### config.mk
export PLATFORM = sky130hd
export DESIGN_NAME = tone_xcvr_regs
export DESIGN_NICKNAME = d
export VERILOG_FILES = /design/src/rtl/tone_regs_pkg.sv /design/src/rtl/tone_ctrl_regs.sv /design/src/rtl/tone_status_regs.sv /design/src/rtl/tone_pin_mux.sv /design/src/rtl/tone_xcvr_regs.sv
export SDC_FILE = /design/constraint.sdc
export NUM_CORES = 1
export LEC_CHECK = 0
export BUFFER_PORTS_ARGS = -buffer_cell sky130_fd_sc_hd__buf_2
export CORE_MARGIN = 1
export CORE_UTILIZATION = 35
export DETAILED_ROUTE_END_ITERATION = 8
export RECOVER_POWER = 100
export SLEW_MARGIN = 10
export SYNTH_ARGS = -nofsm -noshare
export SYNTH_HDL_FRONTEND = slang
export SYNTH_SLANG_ARGS = --single-unit
### constraint.sdc
create_clock -name clk_i -period 1.4 [get_ports clk_i]
set_clock_uncertainty 0.15 [all_clocks]
set_input_delay 0.28 -clock clk_i [delete_from_list [all_inputs] [get_ports clk_i]]
set_output_delay 0.28 -clock clk_i [all_outputs]
set_load 0.02 [all_outputs]
### src/rtl/tone_regs_pkg.sv
package tone_regs_pkg;
  typedef struct packed {
    logic tone_en;
    logic cp_mode;
    logic irq_en;
    logic burst_en;
    logic test_mode;
    logic single_tone;
    logic col_sel;
  } mode_t;

  localparam int unsigned ST_IRQ   = 0;
  localparam int unsigned ST_TXE   = 1;
  localparam int unsigned ST_RXF   = 2;
  localparam int unsigned ST_OVR   = 3;
endpackage

### src/rtl/tone_ctrl_regs.sv
module tone_ctrl_regs
  import tone_regs_pkg::*;
#(
  parameter int unsigned DATA_W = 4
) (
  input  logic              clk_i,
  input  logic              rst_ni,
  input  logic              wr_ctrl_i,
  input  logic [DATA_W-1:0] wdata_i,
  output mode_t             mode_o,
  output logic              ptr_b_o
);
  logic [DATA_W-1:0] cra_q, crb_q;
  logic              ptr_b_q;

  always_ff @(posedge clk_i or negedge rst_ni) begin
    if (!rst_ni) begin
      cra_q   <= '0;
      crb_q   <= '0;
      ptr_b_q <= 1'b0;
    end else if (wr_ctrl_i) begin
      if (ptr_b_q) begin
        crb_q   <= wdata_i;
        ptr_b_q <= 1'b0;
      end else begin
        cra_q   <= wdata_i;
        ptr_b_q <= wdata_i[3];
      end
    end
  end

  always_comb begin
    mode_o.tone_en     = cra_q[0];
    mode_o.cp_mode     = cra_q[1];
    mode_o.irq_en      = cra_q[2];
    mode_o.burst_en    = ~crb_q[0];
    mode_o.test_mode   = crb_q[1];
    mode_o.single_tone = crb_q[2];
    mode_o.col_sel     = crb_q[3];
  end
  assign ptr_b_o = ptr_b_q;

  p_ptr_one_shot_r3: assert property (@(posedge clk_i) disable iff (!rst_ni)
    (ptr_b_q && wr_ctrl_i) |=> !ptr_b_q);
  p_crb_hold_r4: assert property (@(posedge clk_i) disable iff (!rst_ni)
    (!(ptr_b_q && wr_ctrl_i)) |=> $stable(crb_q));
endmodule

### src/rtl/tone_status_regs.sv
module tone_status_regs
  import tone_regs_pkg::*;
#(
  parameter int unsigned DATA_W = 4
) (
  input  logic              clk_i,
  input  logic              rst_ni,
  input  logic              wr_tx_i,
  input  logic              rd_rx_i,
  input  logic              rd_stat_i,
  input  logic [DATA_W-1:0] wdata_i,
  input  logic              rx_valid_i,
  input  logic [DATA_W-1:0] rx_code_i,
  input  logic              tx_ready_i,
  input  mode_t             mode_i,
  output logic [DATA_W-1:0] tx_code_o,
  output logic              tx_load_o,
  output logic [DATA_W-1:0] rx_data_o,
  output logic [3:0]        status_o,
  output logic              irq_flag_o
);
  logic [DATA_W-1:0] tx_q, rx_q;
  logic load_q, txe_q, rxf_q, ovr_q, irq_q;
  logic irq_set;

  assign irq_set = mode_i.irq_en && !mode_i.cp_mode &&
                   (rx_valid_i || (tx_ready_i && mode_i.burst_en));

  always_ff @(posedge clk_i or negedge rst_ni) begin
    if (!rst_ni) begin
      tx_q   <= '0;
      rx_q   <= '0;
      load_q <= 1'b0;
      txe_q  <= 1'b1;
      rxf_q  <= 1'b0;
      ovr_q  <= 1'b0;
      irq_q  <= 1'b0;
    end else begin
      load_q <= wr_tx_i;
      if (wr_tx_i) tx_q <= wdata_i;
      if (wr_tx_i)         txe_q <= 1'b0;
      else if (tx_ready_i) txe_q <= 1'b1;
      if (rx_valid_i) rx_q <= rx_code_i;
      if (rx_valid_i)   rxf_q <= 1'b1;
      else if (rd_rx_i) rxf_q <= 1'b0;
      if (rx_valid_i && rxf_q && !rd_rx_i) ovr_q <= 1'b1;
      else if (rd_stat_i)                  ovr_q <= 1'b0;
      if (irq_set)        irq_q <= 1'b1;
      else if (rd_stat_i) irq_q <= 1'b0;
    end
  end

  assign tx_code_o  = tx_q;
  assign tx_load_o  = load_q;
  assign rx_data_o  = rx_q;
  assign irq_flag_o = irq_q;
  always_comb begin
    status_o         = '0;
    status_o[ST_IRQ] = irq_q;
    status_o[ST_TXE] = txe_q;
    status_o[ST_RXF] = rxf_q;
    status_o[ST_OVR] = ovr_q;
  end

  p_tx_load_r5: assert property (@(posedge clk_i) disable iff (!rst_ni)
    wr_tx_i |=> (tx_load_o && !status_o[ST_TXE]));
  p_rx_clear_r6: assert property (@(posedge clk_i) disable iff (!rst_ni)
    (rd_rx_i && !rx_valid_i) |=> !status_o[ST_RXF]);
  p_irq_set_r7: assert property (@(posedge clk_i) disable iff (!rst_ni)
    (mode_i.irq_en && !mode_i.cp_mode && rx_valid_i) |=> irq_flag_o);
  p_irq_clear_r7: assert property (@(posedge clk_i) disable iff (!rst_ni)
    (rd_stat_i && !rx_valid_i && !tx_ready_i) |=> !irq_flag_o);
endmodule

### src/rtl/tone_pin_mux.sv
module tone_pin_mux
  import tone_regs_pkg::*;
#(
  parameter bit PIN_REG = 1'b1
) (
  input  logic  clk_i,
  input  logic  rst_ni,
  input  mode_t mode_i,
  input  logic  irq_flag_i,
  input  logic  cp_detect_i,
  input  logic  steer_dly_i,
  output logic  pin_n_o
);
  logic pin_d;

  always_comb begin
    if (mode_i.test_mode && !mode_i.cp_mode) pin_d = ~steer_dly_i;
    else if (mode_i.irq_en && mode_i.cp_mode) pin_d = cp_detect_i;
    else if (mode_i.irq_en)                   pin_d = ~irq_flag_i;
    else                                      pin_d = 1'b1;
  end

  generate
    if (PIN_REG) begin : g_reg
      logic pin_q;
      always_ff @(posedge clk_i or negedge rst_ni) begin
        if (!rst_ni) pin_q <= 1'b1;
        else         pin_q <= pin_d;
      end
      assign pin_n_o = pin_q;

      p_pin_idle_r8: assert property (@(posedge clk_i) disable iff (!rst_ni)
        (!mode_i.irq_en && !mode_i.test_mode) |=> pin_n_o);
      p_pin_steer_r9: assert property (@(posedge clk_i) disable iff (!rst_ni)
        (mode_i.test_mode && !mode_i.cp_mode) |=> (pin_n_o == !$past(steer_dly_i)));
    end else begin : g_comb
      assign pin_n_o = pin_d;
    end
  endgenerate
endmodule

### src/rtl/tone_xcvr_regs.sv
module tone_xcvr_regs
  import tone_regs_pkg::*;
#(
  parameter int unsigned DATA_W  = 4,
  parameter bit          PIN_REG = 1'b1
) (
  input  logic              clk_i,
  input  logic              rst_ni,
  input  logic              sel_i,
  input  logic              rd_i,
  input  logic              wr_i,
  input  logic [DATA_W-1:0] wdata_i,
  output logic [DATA_W-1:0] rdata_o,
  input  logic              rx_valid_i,
  input  logic [DATA_W-1:0] rx_code_i,
  input  logic              tx_ready_pulse_i,
  input  logic              cp_detect_i,
  input  logic              steer_dly_i,
  output logic [DATA_W-1:0] tx_code_o,
  output logic              tx_load_o,
  output logic              tone_en_o,
  output logic              cp_mode_o,
  output logic              burst_en_o,
  output logic              test_mode_o,
  output logic              single_tone_o,
  output logic              col_sel_o,
  output logic              irq_n_o
);
  mode_t             mode;
  logic              ptr_b;
  logic [DATA_W-1:0] rx_data;
  logic [3:0]        status;
  logic              irq_flag;
  logic              wr_tx, wr_ctrl, rd_rx, rd_stat;

  assign wr_tx   = wr_i && !sel_i;
  assign wr_ctrl = wr_i &&  sel_i;
  assign rd_rx   = rd_i && !sel_i;
  assign rd_stat = rd_i &&  sel_i;

  tone_ctrl_regs #(.DATA_W(DATA_W)) u_ctrl (
    .clk_i, .rst_ni, .wr_ctrl_i(wr_ctrl), .wdata_i, .mode_o(mode), .ptr_b_o(ptr_b)
  );

  tone_status_regs #(.DATA_W(DATA_W)) u_stat (
    .clk_i, .rst_ni, .wr_tx_i(wr_tx), .rd_rx_i(rd_rx), .rd_stat_i(rd_stat),
    .wdata_i, .rx_valid_i, .rx_code_i, .tx_ready_i(tx_ready_pulse_i),
    .mode_i(mode), .tx_code_o, .tx_load_o, .rx_data_o(rx_data),
    .status_o(status), .irq_flag_o(irq_flag)
  );

  tone_pin_mux #(.PIN_REG(PIN_REG)) u_pin (
    .clk_i, .rst_ni, .mode_i(mode), .irq_flag_i(irq_flag),
    .cp_detect_i, .steer_dly_i, .pin_n_o(irq_n_o)
  );

  assign rdata_o       = sel_i ? DATA_W'(status) : rx_data;
  assign tone_en_o     = mode.tone_en;
  assign cp_mode_o     = mode.cp_mode;
  assign burst_en_o    = mode.burst_en;
  assign test_mode_o   = mode.test_mode;
  assign single_tone_o = mode.single_tone;
  assign col_sel_o     = mode.col_sel;

  p_ptr_arm_r3: assert property (@(posedge clk_i) disable iff (!rst_ni)
    (wr_ctrl && !ptr_b && wdata_i[3]) |=> ptr_b);
  p_rd_status_r2: assert property (@(posedge clk_i) disable iff (!rst_ni)
    rd_stat |-> (rdata_o[ST_TXE] == status[ST_TXE]));
endmodule

Yosys cells after proc, flatten, opt, wreduce, memory -nomap -nowiden

Cells that the tools add are included.

Flip-flop bits (word level): 22
Logic and storage cells: 48

Mux-type cells: 12
Bitwise gates (word level): 4
Reduce and logical (&&, ||, !) cells: 21

Operator list:

| kind              | count |
|---|---|
| $logic_and 1x1->1 | 11 |
| $mux 1            | 11 |
| $reduce_bool 2->1 | 4 |
| $mux 4            | 1 |
| $not 1->1         | 4 |
| $reduce_and 2->1  | 2 |
| $logic_not 1->1   | 3 |
| $logic_or 1x1->1  | 1 |

Longest topological paths before layout

Gate-level depths: netlist (run 1).

Word-level depth: 5
Mapped depth: 4

Cells and area by module

From an unflattened synthesis (run 1), not the netlist that was laid out.

Cell total of the unflattened synthesis: 72
Area total of the unflattened synthesis: 1049.8 µm²

By module, submodules not included:

| module           | instances | cells an instance | area an instance (µm²) | sequential area each (µm²) |
|---|---|---|---|---|
| tone_status_regs | 1         | 35                | 526.8                  | 326.6 |
| tone_ctrl_regs   | 1         | 23                | 359.1                  | 200.2 |
| tone_xcvr_regs   | 1         | 9                 | 103.8                  | 0.0 |
| tone_pin_mux     | 1         | 5                 | 60.1                   | 26.3 |

Least setup slack after synthesis (run 1)

Ideal clock, no wire load.

Path kind: input port to flip-flop
From: in sel_i
To: reg u_ctrl.cra_q[0]
Library setup time: 0.125 ns
Arrival: 0.963 ns
Data required time: 1.125 ns
Slack: 0.162 ns
Stages: 4
Buffers on the path: 1
Path through: buf_6 nand2_4 or2_4 mux2_4

Cells in the longest elaborated chain, start to end: 2

Ends and longest elaborated chain:

| element                    | line                 | RTL |
|---|---|---|
| start: declaration         | tone_xcvr_regs.sv:9  | `input logic sel_i,` |
| $logic_and 1x1->1          | tone_xcvr_regs.sv:37 | `assign wr_ctrl = wr_i && sel_i;` |
| $reduce_and 2->1 (no line) | n/a                  |  |
| end signal: assignment     | tone_ctrl_regs.sv:26 | `cra_q <= wdata_i;` |
| end: declaration           | tone_ctrl_regs.sv:13 | `logic [DATA_W-1:0] cra_q, crb_q;` |

Every way passes these cells.
A chain may end at the register's enable or synchronous reset.

Worst setup path in the final report (run 1)

From: reg u_stat.rx_q[0], in the netlist u_stat.rx_data_o[0]
To: out rdata_o[0]

Cells in the longest elaborated chain, start to end: 1

Ends and longest elaborated chain:

| element                  | line                   | RTL |
|---|---|---|
| start: declaration       | tone_status_regs.sv:22 | `logic [DATA_W-1:0] tx_q, rx_q;` |
| start signal: assignment | tone_status_regs.sv:43 | `if (rx_valid_i) rx_q <= rx_code_i;` |
| $mux 4                   | tone_xcvr_regs.sv:57   | `assign rdata_o = sel_i ? DATA_W'(status) : rx_data;` |
| end: declaration         | tone_xcvr_regs.sv:13   | `output logic [DATA_W-1:0] rdata_o,` |

Every way passes these cells.

==> results of run 1 <==
## synthesized netlist by cell type, drive strengths merged
library cell  instances
a22oi                 1
nor2                  5
nor3b                 1
inv                   3
or2                   1
a21o                  1
mux2                 19
o21ai                 2
nand2b                4
buf                   1
a311oi                1
nand2                 5
dfrtp                20
dfstp                 2
nand3                 1
a21oi                 1
clkbuf                1
## area by class of cell
type | instances | share of cell area
Multi-Input combinational cell | 42 | 0.2859
Clock buffer | 3 | 0.01805
Timing Repair Buffer | 41 | 0.2136
Inverter | 3 | 0.009027
Sequential cell | 22 | 0.4433
Tap cell | 30 | 0.03009
## what timing repair did
item                                    in CTS  in global routing
pin swaps                                    0                  0
endpoints found under the setup margin       5                  6
gates resized for setup                     12                  2
hold buffers                                 2                  0
buffers inserted                             3                  2
hold endpoints to repair                    21                  0
## how the worst max path moves through the flow
| stage | endpoint | slack, ps | cells after the start |
|---|---|---|---|
| 6_report | rdata_o[0] | -130 | 2 |
| 5_1_grt | rdata_o[3] | -180 | 2 |
| 4_1_cts | rdata_o[0] | -150 | 2 |
| 3_5_place_dp | u_stat.tx_code_o[1]$_DFFE_PN0P_ | -40 | 3 |
| 3_3_place_gp | u_stat.tx_code_o[1]$_DFFE_PN0P_ | -30 | 3 |
| 2_1_floorplan | u_ctrl.cra_q[0]$_DFFE_PN0P_ | 160 | 4 |
## critical path, cell delays in order, from the launching register on
cell,delay [ps]
dfrtp_1,400
mux2_4,270
buf_6,130
## layer usage
layer,up-vias,GRT usage,wire length (um)
li1,319,-,-
met1,315,0.1836,776
met2,24,0.2181,786
met3,5,0.03390,94
met4,0,0.07895,39
met5,-,0,0
## sequential cells by signal, summed over array words and instances (netlist names)
register,count
u_stat.rxf_q,1
u_stat.tx_load_o,1
u_ctrl.crb_q,4
u_stat.ovr_q,1
u_stat.rx_data_o,4
u_stat.txe_q,1
u_stat.tx_code_o,4
u_pin.pin_n_o,1
u_stat.irq_flag_o,1
u_ctrl.ptr_b_o,1
u_ctrl.cra_q,3
## stage by stage
stage / std cells / util
2_1_floorplan: 69 / -
3_3_place_gp: 131 / 0.4530
3_5_place_dp: 131 / 0.4530
4_1_cts: 139 / 0.4945
5_1_grt: 141 / 0.4990
6_report: 141 / 0.4990
## power groups by stage
stage / registers [mW] / logic [mW] / clock network (mW)
floorplan: 0.943 / 0.235 / 0
global route: 0.865 / 0.634 / 0.319
finish: 0.848 / 0.579 / 0.274
CTS: 0.849 / 0.575 / 0.296
global placement: 0.858 / 0.488 / 0
detailed placement: 0.862 / 0.496 / 0
## kinds of logic after synthesis
kind of cell           synth area share
buffers and inverters           0.02811
and+or+nand+nor                 0.09772
AOI/OAI and AO/OA               0.04150
DFF                              0.5917
muxes                            0.2410
==> metrics.csv, run 1 <==
stage,metric,value,unit
route,Antenna Nets Post-Route,0,
cts,total CTS buffers,3,
synthesis,Post-Synthesis Cell Area,934.6,sq um
floorplanning,die area,2881,sq um
global_route,total track usage,0.1425,
timing,fin. max-slew vios,0,
route,Initial DRT Pass Iterations,4,
cts,clk root buf,clkbuf_4,
global_route,first-pass GRT wire length,2842,um
synthesis,"area leader, netlist",dfrtp_1,
floorplanning,die width,53.68,um
cts,Clock Latency Late Sink,300,ps
placement,Placement Setup Slack,-36.33,ps
synthesis,Mean Syn Cell Area,13.55,sq um
timing,setup violators final,4,
cells_and_area,layout cells sized above 1,0.5586,
critical_path,worst r2r path cells,2,
job,Max-Cap Viols,0,
route,drt via density,4.702,
synthesis,register area share after synthesis,0.5917,
critical_path,reg2reg start,u_ctrl.ptr_b_o$_DFFE_PN0P_,
pwr,PnR Total Power,1.701,mW
floorplanning,Die Ht,53.68,um
critical_path,Crit path required time,970,ps
cells_and_area,register area,553.0,sq um
pwr,P_int,1.169,mW
synthesis,Synth Register Bits,22,
timing,fmax,652.7,MHz
synthesis,Synth area leaders,"dfrtp_1 (54%), mux2_2 (19%), dfstp_2 (5.6%)",
floorplanning,core area,2500,sq um
cells_and_area,Post-layout nets,130,
min_path,Hold Path Cell Cnt,2,
cts,clock sink count,22,
min_path,hold_sp,rx_code_i[2],
pwr,Reg power frac,0.499,
critical_path,R2R Path End,u_ctrl.cra_q[2]$_DFFE_PN0P_,
synthesis,Mapped Nets,86,
placement,PortBufs,32,
route,via count,663,
min_path,HP Class,in -> reg,
timing,Tmin final,1532,ps
synthesis,post-synth top area share,0.5355,
global_route,antenna violations before repair,0,
cts,htree depth,1,
synthesis,Yosys cell types,19,
status,status,"finished, violations left",
timing,Worst Tran Pin Value,537.4,ps
floorplanning,Cell Rows,18,
route,Post-route DRC,0,
pwr,Clock Power Share,0.161,
route,First DRT Iteration DRCs,4,
critical_path,R2R setup slack,60,ps
timing,WHS,53.56,ps
pwr,Switching Fraction,0.3127,
pwr,Max VDD drop,0.9496,mV
synthesis,Mapped Cells,69,
critical_path,crit start category,flip-flop,
timing,final hold vios,0,
pwr,combinational power share,0.340,
route,drt wl/cell,12.04,um
cells_and_area,Area growth syn-to-layout,33.47,%
cells_and_area,multi-input logic area,356.6,sq um
placement,DP Area,1132,sq um
critical_path,crit path capture type,primary output,
route,Routed WL,1697,um
global_route,GRT overflow,0,
timing,Max-slew headroom,0.6417,
cts,"CTS clk-pin slew, worst paths",110,ps
cells_and_area,most frequent cells in the layout,"dfrtp_1 (20), buf_2 (16), mux2_2 (13)",
timing,post-route setup slack,-132.0,ps
pwr,Net Switching,532.0,uW
cts,Clock Path Buffers,2,
placement,RD Place Congestion,0.6598,
critical_path,CP startpoint,u_stat.rx_data_o[0]$_DFFE_PN0P_,
global_route,pin count of the biggest net entering global routing,23,
pwr,LEAKAGE,0.6153,nW
timing,TNS Setup,-503.8,ps
pwr,power per standard cell area,1364,nW/um^2
floorplanning,Starting Density,0.3739,
placement,DP HPWL,1256,um
cts,TritonCTS clock tree,yes,
cells_and_area,design area,1247,sq um
critical_path,CP Class,reg -> out,
min_path,Hold Path Sink,u_stat.rx_data_o[2]$_DFFE_PN0P_,
timing,Final Cycle Share,1.094,
cells_and_area,Inserted Diodes,0,
floorplanning,Ports,33,
synthesis,Yosys warning count,0,
cells_and_area,"most common cell after layout, fill and taps aside",dfrtp_1,
cells_and_area,fillcell total,237,
critical_path,CP Max Fanout,2,
timing,unrepaired setup endpoints after global routing,yes,
critical_path,CP arrival,1100,ps
status,failing checks,setup timing,
global_route,vias in the first global route,642,
Note: power is estimated with default switching activity, not from simulation.
==> inputs of run 2 (changes only) <==
--- a/config.mk
+++ b/config.mk
@@ -10,6 +10,7 @@
 export CORE_UTILIZATION = 35
 export DETAILED_ROUTE_END_ITERATION = 8
 export RECOVER_POWER = 100
+export SKIP_LAST_GASP = 1
 export SLEW_MARGIN = 10
 export SYNTH_ARGS = -nofsm -noshare
 export SYNTH_HDL_FRONTEND = slang
==> constraint.sdc (replaced) <==
create_clock -name clk_i -period 1.8 [get_ports clk_i]
set_clock_uncertainty 0.15 [all_clocks]
set_input_delay 0.36 -clock clk_i [delete_from_list [all_inputs] [get_ports clk_i]]
set_output_delay 0.36 -clock clk_i [all_outputs]
set_load 0.02 [all_outputs]
==> metrics.csv, run 2 (synthesis results as in run 1) <==
stage,metric,value,unit
cells_and_area,"most common cell after layout, fill and taps aside",dfrtp_1,
pwr,P_int,866.5,uW
critical_path,"Cell Chain, Critical Path",mux2_2 > clkbuf_2,
pwr,PnR Total Power,1.271,mW
pwr,power per standard cell area,1117,nW/um^2
route,Max Used Layer,met3,
route,Post-route DRC,0,
timing,final hold vios,0,
global_route,GRT overflow,0,
pwr,combinational power share,0.275,
cts,"CTS clk-pin slew, worst paths",120,ps
placement,DP Cell Count,129,
timing,fmax,609.2,MHz
cells_and_area,Area growth syn-to-layout,21.69,%
status,status,"complete, no violations",
timing,TNS Setup,0,ps
critical_path,CP Class,reg -> out,
critical_path,Crit path required time,1290,ps
job,Max-Cap Viols,0,
critical_path,CP arrival,1130,ps
floorplanning,die width,53.68,um
route,M1 wire length,786,um
placement,DP HPWL,1262,um
cts,post_cts resized,0,
min_path,Hold Path Cell Cnt,2,
route,drt via density,4.664,
timing,Final Cycle Share,0.9120,
cells_and_area,Post-layout nets,122,
global_route,vias in the first global route,607,
critical_path,critical path's slowest cell,dfrtp_1,
route,Initial DRT Pass Iterations,4,
critical_path,"slowest stage delay, CP",410,ps
cts,htree depth,1,
floorplanning,Cell Rows,18,
placement,RD Place Congestion,0.6584,
cts,total CTS buffers,3,
pwr,Switching Fraction,0.3182,
cts,clk root buf,clkbuf_4,
cells_and_area,Inserted Diodes,0,
pwr,LEAKAGE,0.5232,nW
critical_path,worst r2r path cells,2,
route,met3 WL post-DR,96,um
cells_and_area,most frequent cells in the layout,"dfrtp_1 (20), mux2_2 (16), buf_2 (16)",
floorplanning,core area,2500,sq um
floorplanning,Die Ht,53.68,um
cts,clock sink count,22,
route,drt wl/cell,12.10,um
global_route,antenna violations before repair,0,
route,DR WL met2,738,um
cts,TritonCTS clock tree,yes,
floorplanning,Starting Density,0.3739,
global_route,total track usage,0.1257,
route,Antenna Nets Post-Route,0,
pwr,Reg power frac,0.521,
floorplanning,Ports,33,
route,via count,625,
critical_path,crit start category,flip-flop,
cells_and_area,layout cells sized above 1,0.4135,
route,First DRT Iteration DRCs,7,
placement,PortBufs,32,
floorplanning,die area,2881,sq um
timing,Worst Tran Pin Value,531.5,ps
global_route,pin count of the biggest net entering global routing,23,
cells_and_area,fillcell total,253,
pwr,Clock Power Share,0.205,
route,Routed WL,1621,um
pwr,Net Switching,404.4,uW
critical_path,R2R setup slack,460,ps
min_path,HP Class,in -> reg,
cts,Clock Path Buffers,2,
critical_path,CP Max Fanout,3,
timing,Max-slew headroom,0.6457,
critical_path,crit path capture type,primary output,
timing,Tmin final,1642,ps
cells_and_area,Finished Layout Cells,134,
timing,unrepaired setup endpoints after global routing,no,
timing,fin. max-slew vios,0,
pwr,Max VDD drop,0.4880,mV
global_route,first-pass GRT wire length,2587,um
timing,setup violators final,0,
cts,Clock Latency Late Sink,300,ps
-- run 2: metrics by stage --
stage	area [sq um]	hold WS [ps]	util	worst slack, ps
after floorplan	934.6	-85.59	-	436.7
after global placement	1117	198.0	0.4469	217.9
after detailed placement	1117	205.1	0.4469	207.6
after CTS	1164	36.96	0.4655	143.4
after global routing	1137	38.04	0.4550	93.50
final	1137	46.74	0.4550	158.5
-- run 2: final cells by class --
type                       instances  area, sq um  share of cell area
clock buffer                       4        36.28             0.03190
sequential                        22        553.0              0.4862
inverter                           3        11.26            0.009901
multi-input combinational         42        345.3              0.3036
timing repair buffer              33        153.9              0.1353
tap                               30        37.54             0.03300
-- run 2: final timing paths --
check	startpoint	end
min	steer_dly_i	u_pin.pin_n_o$_DFF_PN1_
max	u_stat.irq_flag_o$_DFFE_PN0P_	rdata_o[0]
max reg2reg	u_ctrl.ptr_b_o$_DFFE_PN0P_	u_ctrl.cra_q[2]$_DFFE_PN0P_
min in group asynchronous	rst_ni	u_stat.rx_data_o[0]$_DFFE_PN0P_
max in group asynchronous	rst_ni	u_stat.txe_q$_DFFE_PN1P_
min reg2reg	u_stat.txe_q$_DFFE_PN1P_	u_stat.txe_q$_DFFE_PN1P_
-- run 2: repair_timing --
action / CTS / global route
endpoints found under the hold margin: 20 / 0
buffers inserted: 0 / 0
hold buffers: 1 / 0
-- run 2: worst max-delay path: cells and delay by family, from the launching register on --
family | cells | cell delay [ps]
buffers and inverters | 1 | 150
flip-flops | 1 | 410
multiplexers | 1 | 270
-- run 2: routing by layer --
| metal | global-route usage | vias up |
|---|---|---|
| li1 | - | 305 |
| met1 | 0.1670 | 299 |
| met2 | 0.2016 | 21 |
| met3 | 0.02825 | 0 |
| met4 | 0.03947 | 0 |
| met5 | 0 | - |
-- run 2: power by group through the flow --
| stage | logic (mW) | registers [mW] | clock network [mW] |
|---|---|---|---|
| finish | 0.349 | 0.662 | 0.260 |
| global route | 0.383 | 0.678 | 0.300 |
| CTS | 0.384 | 0.662 | 0.273 |
| detailed placement | 0.382 | 0.670 | 0 |
| global placement | 0.376 | 0.668 | 0 |
| floorplan | 0.183 | 0.733 | 0 |
